`config.mk`:
```
export PLATFORM = sky130hd
export DESIGN_NAME = mbox_irq
export DESIGN_NICKNAME = d
export VERILOG_FILES = /design/src/rtl/mbox_pkg.sv /design/src/rtl/mbox_ctrl.sv /design/src/rtl/mbox_flags.sv /design/src/rtl/mbox_irq.sv
export SDC_FILE = /design/constraint.sdc
export NUM_CORES = 1
export LEC_CHECK = 0
export BUFFER_PORTS_ARGS = -buffer_cell sky130_fd_sc_hd__buf_2
export CAP_MARGIN = 15
export CORE_AREA = 2 2 39 41
export CTS_CLUSTER_DIAMETER = 50
export DETAILED_ROUTE_END_ITERATION = 10
export DIE_AREA = 0 0 41 43
export SLEW_MARGIN = 20
export SYNTH_ARGS = -nofsm -noshare
export SYNTH_HDL_FRONTEND = slang
export SYNTH_HIERARCHICAL = 1
export SYNTH_SLANG_ARGS = --single-unit
```
`constraint.sdc`:
```
create_clock -name clk -period 1.2 [get_ports clk]
set_clock_uncertainty 0.15 [all_clocks]
set_input_delay 0.18 -clock clk [delete_from_list [all_inputs] [get_ports clk]]
set_output_delay 0.18 -clock clk [all_outputs]
set_load 0.01 [all_outputs]
```
`src/rtl/mbox_pkg.sv`:
```
package mbox_pkg;
  localparam int NUM_SIDES = 2;
  localparam int SIDE_LEFT = 0;
  localparam int SIDE_RIGHT = 1;

  typedef struct packed {
    logic [NUM_SIDES-1:0] setFlag;
    logic [NUM_SIDES-1:0] clrFlag;
  } flag_strobe_t;
endpackage

```
`src/rtl/mbox_ctrl.sv`:
```
module mbox_ctrl
  import mbox_pkg::*;
#(
  parameter int ADDR_W = 11
) (
  input  logic              leftCeN,
  input  logic              leftRwN,
  input  logic              leftOeN,
  input  logic [ADDR_W-1:0] leftAddr,
  input  logic              leftBusyN,
  input  logic              rightCeN,
  input  logic              rightRwN,
  input  logic              rightOeN,
  input  logic [ADDR_W-1:0] rightAddr,
  input  logic              rightBusyN,
  output flag_strobe_t      strobe
);
  // Right mailbox at the top address, left mailbox one below.
  localparam logic [ADDR_W-1:0] RIGHT_BOX = {ADDR_W{1'b1}};
  localparam logic [ADDR_W-1:0] LEFT_BOX  = {ADDR_W{1'b1}} - ADDR_W'(1);

  logic leftWrOk, leftRdOk, rightWrOk, rightRdOk;

  always_comb begin
    leftWrOk  = !leftCeN && !leftRwN && leftBusyN;
    leftRdOk  = !leftCeN && leftRwN && !leftOeN && leftBusyN;
    rightWrOk = !rightCeN && !rightRwN && rightBusyN;
    rightRdOk = !rightCeN && rightRwN && !rightOeN && rightBusyN;
  end

  always_comb begin
    strobe = '0;
    strobe.setFlag[SIDE_RIGHT] = leftWrOk && (leftAddr == RIGHT_BOX);
    strobe.clrFlag[SIDE_RIGHT] = rightRdOk && (rightAddr == RIGHT_BOX);
    strobe.setFlag[SIDE_LEFT]  = rightWrOk && (rightAddr == LEFT_BOX);
    strobe.clrFlag[SIDE_LEFT]  = leftRdOk && (leftAddr == LEFT_BOX);
  end
endmodule

```
`src/rtl/mbox_flags.sv`:
```
module mbox_flags
  import mbox_pkg::*;
(
  input  logic                 clk,
  input  logic                 rstN,
  input  flag_strobe_t         strobe,
  output logic [NUM_SIDES-1:0] irqN
);
  logic [NUM_SIDES-1:0] flagQ;

  for (genvar s = 0; s < NUM_SIDES; s++) begin : g_flag
    always_ff @(posedge clk) begin
      if (!rstN)
        flagQ[s] <= 1'b0;
      else if (strobe.setFlag[s])
        flagQ[s] <= 1'b1;        // set has priority over clear
      else if (strobe.clrFlag[s])
        flagQ[s] <= 1'b0;
    end
    assign irqN[s] = ~flagQ[s];
  end
endmodule

```
`src/rtl/mbox_irq.sv`:
```
module mbox_irq
  import mbox_pkg::*;
#(
  parameter int ADDR_W = 11
) (
  input  logic              clk,
  input  logic              rstN,
  input  logic              leftCeN,
  input  logic              leftRwN,
  input  logic              leftOeN,
  input  logic [ADDR_W-1:0] leftAddr,
  input  logic              leftBusyN,
  input  logic              rightCeN,
  input  logic              rightRwN,
  input  logic              rightOeN,
  input  logic [ADDR_W-1:0] rightAddr,
  input  logic              rightBusyN,
  output logic              leftIrqN,
  output logic              rightIrqN
);
  flag_strobe_t         strobe;
  logic [NUM_SIDES-1:0] irqN;

  mbox_ctrl #(.ADDR_W(ADDR_W)) u_ctrl (
    .leftCeN(leftCeN), .leftRwN(leftRwN), .leftOeN(leftOeN),
    .leftAddr(leftAddr), .leftBusyN(leftBusyN),
    .rightCeN(rightCeN), .rightRwN(rightRwN), .rightOeN(rightOeN),
    .rightAddr(rightAddr), .rightBusyN(rightBusyN),
    .strobe(strobe)
  );

  mbox_flags u_flags (
    .clk(clk), .rstN(rstN), .strobe(strobe), .irqN(irqN)
  );

  assign leftIrqN  = irqN[SIDE_LEFT];
  assign rightIrqN = irqN[SIDE_RIGHT];
endmodule

```
==> run_results.csv <==
group,metric,value,unit
floorplan,fp.dieArea,1763,µm²
power,power_density,671.2,nW/µm²
place,portBuffers,33,
timing,finalCritPeriodShare,0.8638,
job,drv_cap,0,
setup_path,reg2regPathDepth,2,
logic_synthesis,synth_cell_types,12,
cells_and_area,syn_to_final_growth,111.3,%
clocking,cts_made_buffers,3,
clocking,clkTransAtPathRegs,0.03,ns
route,post_drt_wl_per_cell,8.141,µm
setup_path,reg2reg_to,"u_flags/flagQ[0]$_SDFFE_PN0P_",
route,viasPerCell,4.397,
cells_and_area,drive_above_1_share,0.6452,
global_routing,grt_max_degree,3,
cells_and_area,instances_no_fill,78,
setup_path,cp-start-kind,"flip-flop",
route,drc,0,
setup_path,critPathCapture,"leftIrqN",
power,vdd_ir_drop_max,0.3858,mV
route,drtAntennaViolNets,0,
logic_synthesis,synthCells,24,
cells_and_area,post-route-util,0.3056,
route,dr.pass1.iters,2,
timing,max_slew.worst_pin.slew,0.2364,ns
setup_path,cp_slowest_cell,"dfxtp_1",
cells_and_area,largest_reg_flops,2,
cells_and_area,layout_common_cells,"buf_2 (33), nand4_1 (5), clkbuf_4 (3)",
global_routing,met3_usage,0.03665,
clocking,cts-root-buf,"clkbuf_4",
floorplan,fp.dieH,43,µm
timing,hold_slack,0.02952,ns
timing,slew_viol_final,0,
cells_and_area,fillers,147,
floorplan,ios,34,
timing,min_period,1.037,ns
logic_synthesis,yosysWarnings,6,
timing,fmax,964.7,MHz
logic_synthesis,ys_seq_area_frac,0.2000,
place,dpl_cell_area,400.4,µm²
clocking,clock-sinks,2,
route,vias,343,
status,outcome,"complete, no violations",
floorplan,num_rows,14,
min_path,hold_class,"in -> reg",
cells_and_area,num_antenna_cells,0,
power,p_total,283.8,µW
cells_and_area,final_area,422.9,µm²
floorplan,start_util,0.1447,
setup_path,path_cells,"inv_1 > buf_2",
floorplan,core,1384,µm²
setup_path,reg2reg_from,"u_flags/flagQ[0]$_SDFFE_PN0P_",
setup_path,critical_path.top_delay_family,"flip-flops",
cells_and_area,top_register,"u_flags/flagQ",
clocking,cts_buffer_depth,2,
setup_path,crit_fanout,2,
logic_synthesis,ys_seq_elements,2,
cells_and_area,largest_registers,"u_flags/flagQ x2",
clocking,post_cts_resized,0,
clocking,cts_tree,"done",
global_routing,grtUsageMet1,0.08599,
global_routing,grt_busiest_layer,"met2",
global_routing,grt_antenna_before_repair,0,
global_routing,grt.overflow.total,0,
timing,setup_viol,0,
cells_and_area,num-nets-final,96,
clocking,holdBufCountCts,0,
timing,relSlewSlack,0.8410,
setup_path,critical_path_class,"reg -> out",
global_routing,grt_pass1_wl,1.000,mm
cells_and_area,layout_commonest_cell,"buf_2",
clocking,cts_setup_buffers,0,
logic_synthesis,avgSynthCellArea,8.341,µm²
clocking,clock_latency,0.22,ns
clocking,htreeDepth,1,
setup_path,critPathBufInv,2,
setup_path,required,0.87,ns
global_routing,grt_usage,0.08609,
place,numPlacedInstances,75,
setup_path,cp_slowest_stage_delay,0.32,ns
global_routing,first_global_vias,296,
timing,grt_setup_unrepaired,"false",
setup_path,reg2reg_slack,0.36,ns
route,drtIter0Drc,1,
setup_path,crit_arrival,0.71,ns
setup_path,critical_path_depth,2,
route,wl,635,µm
floorplan,die_w,41,µm
power,p_leak,0.0001919,µW
logic_synthesis,synth_nets,56,
setup_path,critPathLaunch,"u_flags/flagQ[0]$_SDFFE_PN0P_",
timing,hold_viol,0,
place,place.gp.congestion,0.6347,
logic_synthesis,syn_area,200.2,µm²
global_routing,use_met2,0.1344,
setup_path,end_kind,"output pin",
[area by class of cell]
cell class	count	area, µm²	share of cell area
tap	16	20.02	0.04734
sequential	2	40.04	0.09467
multi-input combinational	20	152.6	0.3609
inverter	2	7.507	0.01775
timing repair buffer	35	180.2	0.4260
clock buffer	3	22.52	0.05325
[synthesized netlist by cell type]
cell | instances | area [µm²]
dfxtp_1 | 2 | 40.04
nor2b_1 | 2 | 12.51
nand4b_1 | 1 | 8.760
nor4_2 | 2 | 25.02
nand3_1 | 2 | 10.01
or3_1 | 1 | 6.260
or3b_1 | 1 | 8.760
nand4bb_1 | 2 | 22.52
inv_1 | 2 | 7.510
o21a_1 | 2 | 15.01
nor4_1 | 2 | 12.51
nand4_1 | 5 | 31.28
[worst min-delay path by stage]
| stage | start | depth (start not counted) | slack, ns | end |
|---|---|---|---|---|
| finish | rstN | 2 | 0.03 | u_flags/flagQ[0]$_SDFFE_PN0P_ |
| global route | rstN | 2 | 0.03 | u_flags/flagQ[0]$_SDFFE_PN0P_ |
| CTS | rstN | 2 | 0.02 | u_flags/flagQ[0]$_SDFFE_PN0P_ |
| detailed placement | rstN | 2 | 0.26 | u_flags/flagQ[0]$_SDFFE_PN0P_ |
| global placement | rstN | 2 | 0.26 | u_flags/flagQ[0]$_SDFFE_PN0P_ |
| floorplan | rstN | 1 | 0.15 | u_flags/flagQ[0]$_SDFFE_PN0P_ |
[worst reg2reg max path, delay by kind of cell (launching register included)]
family	cells	cell delay [ns]
AOI/OAI and AO/OA	1	0.16
and+or+nand+nor	1	0.12
DFF	1	0.30
[cells by family after synthesis]
logic type | count (synthesis) | share of synthesized area
simple gates | 18 | 0.6875
compound gates | 2 | 0.07498
buf+inv | 2 | 0.03751
flops | 2 | 0.2000
[power by group]
group,switching (µW),internal (µW)
registers,0.00295,67.0
logic,24.2,45.7
clock network,36.7,110
[through the flow]
step	setup slack, ns	TNS [ns]
floorplan	0.1506	0
global placement	0.0005300	0
detailed placement	-0.003586	-0.003586
CTS	0.1502	0
global route	0.1139	0
finish	0.1635	0
[per-layer routing]
| metal | vias up | wire, µm |
|---|---|---|
| met5 | - | 0 |
| met4 | 0 | 0 |
| met3 | 0 | 67 |
| met2 | 19 | 344 |
| met1 | 148 | 223 |
| li1 | 176 | - |
(Power assumes the default switching activity.)
